**config.mk**
```make
export PLATFORM = sky130hd
export DESIGN_NAME = spdif_rate_detect
export DESIGN_NICKNAME = d
export VERILOG_FILES = /design/src/rtl/srd_pkg.sv /design/src/rtl/srd_sync_edge.sv /design/src/rtl/srd_width_meter.sv /design/src/rtl/srd_mode_ladder.sv /design/src/rtl/spdif_rate_detect.sv
export SDC_FILE = /design/constraint.sdc
export NUM_CORES = 1
export LEC_CHECK = 0
export ABC_AREA = 1
export BUFFER_PORTS_ARGS = -buffer_cell sky130_fd_sc_hd__buf_4
export CORE_AREA = 2 2 106 108
export CTS_BUF_LIST = sky130_fd_sc_hd__clkbuf_8
export DETAILED_ROUTE_END_ITERATION = 8
export DIE_AREA = 0 0 108 110
export GPL_ROUTABILITY_DRIVEN = 0
export PLACE_DENSITY = 0.83
export SYNTH_ARGS = -nofsm -noshare
export SYNTH_HDL_FRONTEND = slang
export SYNTH_HIERARCHICAL = 1
export SYNTH_SLANG_ARGS = --single-unit
```
**constraint.sdc**
```tcl
create_clock -name clk -period 4.14 [get_ports clk]
set_clock_uncertainty 0.05 [all_clocks]
set_input_delay 0.414 -clock clk [delete_from_list [all_inputs] [get_ports clk]]
set_output_delay 0.414 -clock clk [all_outputs]
set_load 0.02 [all_outputs]
```
**src/rtl/srd_pkg.sv**
```systemverilog
package srd_pkg;
  localparam int          MODE_W       = 3;
  localparam logic [2:0]  MODE_NONE    = 3'd7;
  localparam int          IRQ_MODE_BIT = 2;
  localparam int          STAT_MODE_LO = 28;
  localparam int          STAT_W_LO    = 8;
  localparam int          WORD_W       = 32;
endpackage

```
**src/rtl/srd_sync_edge.sv**
```systemverilog
module srd_sync_edge #(
  parameter int STAGES = 2
) (
  input  logic clk,
  input  logic rst,
  input  logic line_i,
  output logic edge_o
);
  logic [STAGES-1:0] sync_q;
  logic              last_q;

  always_ff @(posedge clk) begin
    if (rst) begin
      sync_q <= '0;
      last_q <= 1'b0;
    end else begin
      sync_q <= {sync_q[STAGES-2:0], line_i};
      last_q <= sync_q[STAGES-1];
    end
  end

  assign edge_o = sync_q[STAGES-1] ^ last_q;
endmodule

```
**src/rtl/srd_width_meter.sv**
```systemverilog
module srd_width_meter #(
  parameter int MEAS_W = 10,
  parameter int WIN_W  = 20
) (
  input  logic              clk,
  input  logic              rst,
  input  logic              en_i,
  input  logic              edge_i,
  input  logic [WIN_W-1:0]  win_len_i,
  output logic              win_end_o,
  output logic              meas_valid_o,
  output logic [MEAS_W-1:0] meas_width_o
);
  localparam logic [MEAS_W-1:0] SAT = '1;

  logic [MEAS_W-1:0] run_q, min_q, min_nx;
  logic              armed_q, got_q, got_nx, rec;
  logic [WIN_W-1:0]  win_q, win_last;

  assign win_last  = (win_len_i == '0) ? '0 : win_len_i - 1'b1;
  assign win_end_o = en_i && (win_q >= win_last);
  assign rec       = en_i && edge_i && armed_q;

  always_comb begin
    min_nx = min_q;
    got_nx = got_q;
    if (rec) begin
      got_nx = 1'b1;
      if (!got_q || run_q < min_q) min_nx = run_q;
    end
  end

  assign meas_valid_o = got_nx;
  assign meas_width_o = got_nx ? min_nx : '0;

  always_ff @(posedge clk) begin
    if (rst || !en_i) begin
      run_q   <= '0;
      armed_q <= 1'b0;
      min_q   <= SAT;
      got_q   <= 1'b0;
      win_q   <= '0;
    end else begin
      if (edge_i) begin
        run_q   <= MEAS_W'(1);
        armed_q <= 1'b1;
      end else if (run_q != SAT) begin
        run_q <= run_q + 1'b1;
      end
      if (win_end_o) begin
        win_q <= '0;
        min_q <= SAT;
        got_q <= 1'b0;
      end else begin
        win_q <= win_q + 1'b1;
        min_q <= min_nx;
        got_q <= got_nx;
      end
    end
  end


  min_nonzero_chk: assert property (@(posedge clk) disable iff (rst)
    got_q |-> (min_q != '0));
endmodule

```
**src/rtl/srd_mode_ladder.sv**
```systemverilog
module srd_mode_ladder #(
  parameter int N_MODES  = 7,
  parameter int MEAS_W   = 10,
  parameter int THR_W    = 10,
  parameter int PER_WORD = 3,
  parameter int WORD_W   = 32,
  parameter int N_WORDS  = 2
) (
  input  logic [MEAS_W-1:0]         width_i,
  input  logic [N_WORDS*WORD_W-1:0] thr_words_i,
  output logic [2:0]                mode_o
);
  localparam int N_THR = N_MODES - 1;
  localparam int CW    = (MEAS_W + 1 > THR_W) ? MEAS_W + 1 : THR_W;

  logic [CW-1:0]    dbl;
  logic [N_THR-1:0] le;

  assign dbl = CW'({width_i, 1'b0});

  for (genvar gi = 0; gi < N_THR; gi++) begin : g_thr
    localparam int WORD = gi / PER_WORD;
    localparam int POS  = PER_WORD - 1 - (gi % PER_WORD);
    localparam int LSB  = WORD * WORD_W + POS * THR_W;
    logic [THR_W-1:0] thr;
    assign thr    = thr_words_i[LSB +: THR_W];
    assign le[gi] = dbl <= CW'(thr);
  end

  always_comb begin
    mode_o = '0;
    for (int i = 0; i < N_THR; i++)
      if (le[i]) mode_o = 3'(i + 1);
  end
endmodule

```
**src/rtl/spdif_rate_detect.sv**
```systemverilog
module spdif_rate_detect
  import srd_pkg::*;
#(
  parameter int N_MODES  = 7,
  parameter int MEAS_W   = 10,
  parameter int WIN_W    = 20,
  parameter int THR_W    = 10,
  parameter int PER_WORD = 3,
  parameter int N_IRQ    = 8,
  parameter int SYNC_N   = 2,
  parameter int N_WORDS  = (N_MODES - 1 + PER_WORD - 1) / PER_WORD
) (
  input  logic                      clk,
  input  logic                      rst,
  input  logic                      en_i,
  input  logic                      line_i,
  input  logic [WIN_W-1:0]          win_len_i,
  input  logic [N_WORDS*WORD_W-1:0] thr_words_i,
  input  logic [N_IRQ-1:0]          irq_mask_i,
  input  logic [N_IRQ-1:0]          irq_clr_i,
  output logic [WORD_W-1:0]         status_o,
  output logic                      irq_o
);
  logic              edge_s, win_end, meas_valid;
  logic [MEAS_W-1:0] meas_w;
  logic [2:0]        ladder_mode, new_mode;
  logic              chg;
  logic [N_IRQ-1:0]  flags_nx;

  logic [2:0]        mode_q;
  logic [MEAS_W-1:0] width_q;
  logic [N_IRQ-1:0]  flags_q;
  logic              irq_q;

  srd_sync_edge #(.STAGES(SYNC_N)) u_sync (
    .clk(clk), .rst(rst), .line_i(line_i), .edge_o(edge_s)
  );

  srd_width_meter #(.MEAS_W(MEAS_W), .WIN_W(WIN_W)) u_meter (
    .clk(clk), .rst(rst), .en_i(en_i), .edge_i(edge_s),
    .win_len_i(win_len_i), .win_end_o(win_end),
    .meas_valid_o(meas_valid), .meas_width_o(meas_w)
  );

  srd_mode_ladder #(
    .N_MODES(N_MODES), .MEAS_W(MEAS_W), .THR_W(THR_W),
    .PER_WORD(PER_WORD), .WORD_W(WORD_W), .N_WORDS(N_WORDS)
  ) u_ladder (
    .width_i(meas_w), .thr_words_i(thr_words_i), .mode_o(ladder_mode)
  );

  always_comb begin
    new_mode = meas_valid ? ladder_mode : MODE_NONE;
    chg = win_end && (new_mode != mode_q) &&
          !(mode_q == MODE_NONE && new_mode == 3'd0);
    flags_nx = flags_q & ~irq_clr_i;
    if (chg) flags_nx[IRQ_MODE_BIT] = 1'b1;
  end

  always_ff @(posedge clk) begin
    if (rst) begin
      mode_q  <= MODE_NONE;
      width_q <= '0;
      flags_q <= '0;
      irq_q   <= 1'b0;
    end else begin
      flags_q <= flags_nx;
      irq_q   <= |(flags_nx & irq_mask_i);
      if (win_end) begin
        mode_q  <= new_mode;
        width_q <= meas_w;
      end
    end
  end

  always_comb begin
    status_o = '0;
    status_o[STAT_MODE_LO +: MODE_W] = mode_q;
    status_o[STAT_W_LO +: MEAS_W]    = width_q;
    status_o[N_IRQ-1:0]              = flags_q;
  end
  assign irq_o = irq_q;


  no_signal_width_chk: assert property (@(posedge clk) disable iff (rst)
    (mode_q == MODE_NONE) |-> (width_q == '0));

  window_hold_chk: assert property (@(posedge clk) disable iff (rst)
    !win_end |=> ($stable(mode_q) && $stable(width_q)));

  flag_on_change_chk: assert property (@(posedge clk) disable iff (rst)
    $rose(flags_q[IRQ_MODE_BIT]) |-> (mode_q != $past(mode_q)));

  no_flag_none_to_zero_chk: assert property (@(posedge clk) disable iff (rst)
    $rose(flags_q[IRQ_MODE_BIT]) |-> !($past(mode_q) == MODE_NONE && mode_q == 3'd0));

  flag_clear_chk: assert property (@(posedge clk) disable iff (rst)
    (irq_clr_i[IRQ_MODE_BIT] && !win_end) |=> !flags_q[IRQ_MODE_BIT]);
endmodule

```
# ---- Word level (Yosys, flattened, before mapping)
# Cells that the tools add are included.
dict set report totals {
  in_bits 104
  ff_bits 67
  out_inout_bits 33
  wordCells 62
}
dict set report op_classes {
  n_addsub 3
  reduce_logical 17
  n_bitwise 4
  n_lt_le_gt_ge 8
  n_eq_ne 3
  mux 15
}
# op count
set op_table {}
lappend op_table {{less-or-equal comparator 11 x 10 -> 1 bit} 6}
lappend op_table {{two-way mux 10 bit} 3}
lappend op_table {{adder 20 x 1 -> 20 bit (second input constant)} 1}
lappend op_table {{greater-or-equal comparator 20 bit} 1}
lappend op_table {{logical NOT 20 bit} 1}
lappend op_table {{two-way mux 20 bit} 1}
lappend op_table {{subtractor 20 x 1 -> 20 bit (second input constant)} 1}
lappend op_table {{bitwise AND 8 bit} 2}
lappend op_table {{two-way mux 3 bit} 4}
lappend op_table {{adder 10 x 1 -> 10 bit (second input constant)} 1}
lappend op_table {{< comparator 10 bit} 1}
lappend op_table {{!= test 10 bit (second input constant)} 1}
lappend op_table {{NOT 8 bit} 1}
lappend op_table {{OR reduction 8 bit} 1}
lappend op_table {{logical AND 1 bit} 6}
lappend op_table {{two-way mux 1 bit} 5}
lappend op_table {{two-way mux 2 bit} 2}
lappend op_table {{OR reduction 2 bit} 2}
lappend op_table {{== test 3 bit (second input constant)} 1}
lappend op_table {{logical NOT 1 bit} 3}
lappend op_table {{logical NOT 3 bit} 1}
lappend op_table {{!= test 3 bit} 1}
lappend op_table {{logical OR 1 bit} 2}
lappend op_table {{nonzero test 2 bit} 1}
lappend op_table {{bitwise XOR 1 bit} 1}

# ---- Longest topological paths before layout
dict set report logic_depth {
  depth_word 20
  depth_mapped 35
  ltp_nobuf 35
}

# ---- By module
# Netlist, hierarchy kept.
# module seq_area_each_um2 cells_per_inst area_per_inst_um2 n_inst
set modules_own_cells {}
lappend modules_own_cells {srd_width_meter 840.8 515 3316.9 1}
lappend modules_own_cells {srd_mode_ladder 0.0 275 1652.8 1}
lappend modules_own_cells {spdif_rate_detect 440.4 138 964.7 1}
lappend modules_own_cells {srd_sync_edge 60.1 13 97.6 1}

# ---- Least setup slack after synthesis
# OpenSTA, ideal clock, no wires.
dict set report synth_timing {
  path_kind {reg-to-reg}
  from {reg u_meter.run_q[9]}
  to {reg irq_q, in the netlist irq_o}
  setup_time_ns 0.116
  path_buffers 0
  stages_incl_launch_ff 31
  period_less_slack_ns 3.272
  t_arrival_ns 3.106
  required_time_ns 3.974
  path_slack_ns 0.868
  cell_sequence {dfxtp_1 > ha_1 > a21o_1 > nor2_1 > nand3_1 > nand2_1 > nand2_1 > nand2_1 > nand2_1 > nor2_1 > ha_1 > inv_1 > nor2_1 > a21oi_1 > nand2_1 > nor2_2 > nor2_2 > nand2_1 > nand2_1 > nand2_1 > a21oi_1 > inv_1 > nand2_1 > nand2_1 > nand2_1 > nor2_1 > nand2_1 > nand2_1 > nand2_1 > nand3_1 > nand2_1}
}
dict set report synth_via {
  elab_chain_len 20
  word_cells_on_any_way 27
  classes_between {order compare: 7; eq/ne: 1; mux: 11; bitwise: 1; reduce/logical: 7}
}
# element line
set synth_lines {}
lappend synth_lines {{from (decl)} srd_width_meter.sv:16} ;# logic [MEAS_W-1:0] run_q, min_q, min_nx;
lappend synth_lines {{from (signal assigned)} srd_width_meter.sv:48} ;# run_q <= run_q + 1'b1;
lappend synth_lines {{< comparator 10 bit *} srd_width_meter.sv:29} ;# if (!got_q || run_q < min_q) min_nx = run_q;
lappend synth_lines {{logical OR 1 bit *} srd_width_meter.sv:29}
lappend synth_lines {{two-way mux 10 bit *} srd_width_meter.sv:29}
lappend synth_lines {{two-way mux 10 bit *} srd_width_meter.sv:27} ;# if (rec) begin
lappend synth_lines {{two-way mux 10 bit *} srd_width_meter.sv:34} ;# assign meas_width_o = got_nx ? min_nx : '0;
lappend synth_lines {{net meas_w[8]} spdif_rate_detect.sv:25} ;# logic [MEAS_W-1:0] meas_w;
lappend synth_lines {{less-or-equal comparator 11 x 10 -> 1 bit} srd_mode_ladder.sv:27} ;# assign le[gi] = dbl <= CW'(thr);
lappend synth_lines {{two-way mux 1 bit} srd_mode_ladder.sv:33} ;# if (le[i]) mode_o = 3'(i + 1);
lappend synth_lines {{[5 not listed]} --}
lappend synth_lines {{net ladder_mode[0]} spdif_rate_detect.sv:26} ;# logic [2:0] ladder_mode, new_mode;
lappend synth_lines {{two-way mux 3 bit *} spdif_rate_detect.sv:53} ;# new_mode = meas_valid ? ladder_mode : MODE_NONE;
lappend synth_lines {{logical NOT 3 bit} spdif_rate_detect.sv:55} ;# !(mode_q == MODE_NONE && new_mode == 3'd0);
lappend synth_lines {{logical AND 1 bit} spdif_rate_detect.sv:55}
lappend synth_lines {{logical NOT 1 bit} spdif_rate_detect.sv:55}
lappend synth_lines {{logical AND 1 bit *} spdif_rate_detect.sv:54} ;# chg = win_end && (new_mode != mode_q) &&
lappend synth_lines {{two-way mux 1 bit *} spdif_rate_detect.sv:57} ;# if (chg) flags_nx[IRQ_MODE_BIT] = 1'b1;
lappend synth_lines {{bitwise AND 8 bit *} spdif_rate_detect.sv:68} ;# irq_q <= |(flags_nx & irq_mask_i);
lappend synth_lines {{OR reduction 8 bit *} spdif_rate_detect.sv:68}
lappend synth_lines {{to (signal assigned)} spdif_rate_detect.sv:68}
lappend synth_lines {{to (decl)} spdif_rate_detect.sv:33} ;# logic irq_q;
# Mark *: on every way through the listed nets, which the timed path passes. The rest lies on a longest branch.
# A chain may end at the register's enable or synchronous reset.

# ---- Final worst setup path
dict set report layout_timing {
  from {reg u_sync.sync_q[1]}
  to {reg irq_q, in the netlist irq_o}
}
dict set report layout_via {
  elab_chain_len 20
  word_cells_on_any_way 28
  classes_between {order compare: 6; eq/ne: 1; mux: 11; bitwise: 2; reduce/logical: 8}
}
# element line
set layout_lines {}
lappend layout_lines {{from (decl)} srd_sync_edge.sv:9} ;# logic [STAGES-1:0] sync_q;
lappend layout_lines {{from (signal assigned)} srd_sync_edge.sv:17} ;# sync_q <= {sync_q[STAGES-2:0], line_i};
lappend layout_lines {{bitwise XOR 1 bit *} srd_sync_edge.sv:22} ;# assign edge_o = sync_q[STAGES-1] ^ last_q;
lappend layout_lines {{net edge_s} spdif_rate_detect.sv:24} ;# logic edge_s, win_end, meas_valid;
lappend layout_lines {{logical AND 1 bit * (2 in series)} srd_width_meter.sv:22} ;# assign rec = en_i && edge_i && armed_q;
lappend layout_lines {{two-way mux 1 bit *} srd_width_meter.sv:27}
lappend layout_lines {{net meas_valid} spdif_rate_detect.sv:24}
lappend layout_lines {{two-way mux 10 bit *} srd_width_meter.sv:34}
lappend layout_lines {{net meas_w[8]} spdif_rate_detect.sv:25}
lappend layout_lines {{less-or-equal comparator 11 x 10 -> 1 bit} srd_mode_ladder.sv:27}
lappend layout_lines {{[6 not listed]} --}
lappend layout_lines {{net ladder_mode[0]} spdif_rate_detect.sv:26}
lappend layout_lines {{two-way mux 3 bit *} spdif_rate_detect.sv:53}
lappend layout_lines {{logical NOT 3 bit} spdif_rate_detect.sv:55}
lappend layout_lines {{logical AND 1 bit} spdif_rate_detect.sv:55}
lappend layout_lines {{logical NOT 1 bit} spdif_rate_detect.sv:55}
lappend layout_lines {{logical AND 1 bit *} spdif_rate_detect.sv:54}
lappend layout_lines {{two-way mux 1 bit *} spdif_rate_detect.sv:57}
lappend layout_lines {{bitwise AND 8 bit *} spdif_rate_detect.sv:68}
lappend layout_lines {{OR reduction 8 bit *} spdif_rate_detect.sv:68}
# Marks and branches as above.

==> results.json <==
{
  "status": "finished, final reports clean",
  "rsz0062_at_grt": "false",
  "synth-compound-area-share_pct": 6.99,
  "final_max_slew_viol_count": 0,
  "finalCritPeriodShare_pct": 92.4,
  "hpwl_mm": 11.4,
  "die-area_mm2": 0.0119,
  "nets": 1261,
  "port_buffers": 121,
  "cp.required_ns": 4.34,
  "hold-path-endpoint": "flags_q[5]",
  "h-tree-depth": 3,
  "synth_fa_ha_area_share_pct": 17.8,
  "netlist_area_mm2": 0.00603,
  "irDropWorstVdd_mv": 0.333,
  "synthMuxAreaShare_pct": 0,
  "cap_violations": 0,
  "crit_slowest_cell": "nor2_2",
  "ios": 137,
  "vias": 5912,
  "critPathMaxFanout": 11,
  "cts.clk_slew.worst_paths_ns": 0.07,
  "postSynthAreaPerCell_um2": 6.41,
  "cts_setup_buffers": 0,
  "finalSetupViolCount": 0,
  "wl_met1_mm": 6.43,
  "multiInputGateArea_mm2": 0.00393,
  "yosysMostFrequentCell": "nand2_1",
  "top_layer_used": "met4",
  "seq_area_frac_synth_pct": 22.2,
  "die_x_um": 108,
  "cp-end-kind": "flip-flop",
  "drt_iter0_markers": 259,
  "min_from": "irq_clr_i[5]",
  "crit_arrival_ns": 4.02,
  "rrSetupSlack_ns": 0.31,
  "synth_top_family_by_area": "simple AND/OR/NAND/NOR gates",
  "reg2regPathDepth": 30,
  "ys_types": 40,
  "design_area_mm2": 0.00734,
  "initial_core_util_pct": 56.4,
  "critPathBufInv": 6,
  "vias_per_cell": 4.86,
  "cts_sinks": 67,
  "gr-total-overflow": 0,
  "grt_max_degree": 22,
  "n_fill_cell": 966,
  "place_inst": 1200,
  "first_global_vias": 5418,
  "crit_type": "flip-flop to flip-flop",
  "setup.worst_path.start_class": "flip-flop",
  "grt.total_usage_pct": 24.3,
  "synth_common_cells": "nand2_1, inv_1, nor2_1, ha_1, dfxtp_1",
  "wl_per_cell_um": 11.5,
  "grt_pass1_wl_mm": 23.2,
  "tns_ns": 0,
  "rows": 38,
  "synthSimpleGateAreaFrac_pct": 35.8,
  "finalHoldViolCount": 0,
  "firstDrtPassIters": 5,
  "hp-class": "input port to flip-flop",
  "placed_area_mm2": 0.00707,
  "diodes": 0,
  "yosysWarningCount": 6,
  "clkLatencyLatePin_ns": 0.36,
  "p_per_area_mw_per_mm2": 211,
  "cpMostUsedCell": "nand2_1",
  "min_period_ns": 3.83,
  "yosys-top-cells-area": "dfxtp_1, ha_1, nand2_1",
  "clockBufferDepth": 2,
  "netlist_instances": 941,
  "slowest_delay_ns": 0.49,
  "ys_ff_latch": 67,
  "fmax_mhz": 261,
  "final_util_pct": 68.6,
  "stdcell_count": 1216,
  "startpoint": "u_sync/sync_q[1]",
  "synth_xor_area_share_pct": 3.48,
  "antenna_left": 0,
  "cts_root_buffer": "clkbuf_8",
  "wl_met2_mm": 6.64,
  "wirelength_mm": 14.0,
  "p_leak_uw": 0.00413,
  "synth_area_leader_cell": "dfxtp_1",
  "wl_met3_um": 616,
  "area_delta_synth_final_pct": 21.6,
  "drc_errors": 0,
  "die_h_um": 110,
  "seq_area_mm2": 0.00134,
  "async_flop_share_pct": 0,
  "cts_inserted_buffers": 9,
  "holdPathStages": 2,
  "worstReg2RegEnd": "irq_o",
  "antenna_found_initial": 0,
  "cp_top_family": "simple AND/OR/NAND/NOR gates",
  "synth_top_cell_area_share_pct": 22.2,
  "cts_tree": "yes",
  "drive_gt1_share_pct": 19.1,
  "ys.flop_type": "dfxtp_1",
  "r2r-start": "u_sync/sync_q[1]",
  "synth_edf_count": 0,
  "coreArea_mm2": 0.0107
}
placed cells by master (no fill, tap or decap), types with 6 or more instances in the layout:
cell      count
nand2_1     228
inv_1       161
buf_4       132
nor2_1      124
ha_1         86
dfxtp_1      67
nand3_1      61
a21oi_1      45
nor2_2       16
xor2_1       16
o21ai_0      15
o21ai_1      11
nand4_1      11
conb_1       11
inv_2        10
clkbuf_8      9
nor3_1        8
nor2_4        8
xnor2_1       8
nand2_2       6
area by class of cell:
cell class	instances	share of cell area, %
multi-input cells	688	53.6
repair buffers	132	13.5
inverters	173	8.95
clock inverters	7	1.59
well taps	140	2.39
flip-flops and latches	67	18.3
clock buffers	9	1.69
registers in the layout, summed over array words and instances (netlist names):
signal	cells
flags_q	8
irq_o	1
u_meter/run_q	10
width_q	10
mode_q	3
u_meter/got_q	1
u_meter/win_q	20
u_sync/sync_q	2
u_meter/min_q	10
u_meter/armed_q	1
u_sync/last_q	1
power breakdown:
| group | switching [µW] | internal [µW] |
|---|---|---|
| clock | 263 | 399 |
| sequential | 2.95 | 648 |
| combinational | 120 | 113 |
| total | 386 | 1160 |
kinds of logic after synthesis:
| kind of cell | after synthesis |
|---|---|
| xor gates and xnor gates | 24 |
| AOI/OAI and AO/OA | 80 |
| adders and majority gates | 86 |
| buffers and inverters | 196 |
| DFF | 67 |
| and+or+nand+nor | 487 |
| other | 1 |
stage by stage:
step | hold WS [ns] | power [µW] | worst slack [ns]
3_5_place_dp | 0.363 | 897 | 0.199
5_1_grt | 0.171 | 1610 | 0.00122
6_report | 0.175 | 1550 | 0.313
2_1_floorplan | 0.338 | 801 | 0.868
3_3_place_gp | 0.354 | 892 | 0.225
4_1_cts | 0.165 | 1550 | 0.183
repair_timing:
item / in CTS / in global routing
hold endpoints to repair: 0 / 0
gates resized for setup: 0 / 7
endpoints found under the setup margin: 0 / 2
hold buffers: 0 / 0
metal layers:
layer / up-vias / GRT usage, %
li1: 3183 / -
met1: 2569 / 30.4
met2: 137 / 43.0
met3: 23 / 2.70
met4: 0 / 9.16
met5: - / 0
worst reg2reg max path, delay by kind of cell (launching register included):
| family | cells | cell delay [ns] |
|---|---|---|
| compound gates | 2 | 0.20 |
| fa+ha+maj | 1 | 0.38 |
| buf+inv | 6 | 0.61 |
| flops | 1 | 0.32 |
| simple gates | 21 | 2.15 |
worst max path at each step:
stage / endpoint / slack [ns] / cells after the start
after floorplan: irq_o / 0.87 / 30
after global placement: irq_o / 0.22 / 30
after detailed placement: irq_o / 0.20 / 31
after CTS: irq_o / 0.18 / 31
after global routing: irq_o / 0.001 / 30
final: irq_o / 0.31 / 30
(Power assumes the default switching activity.)
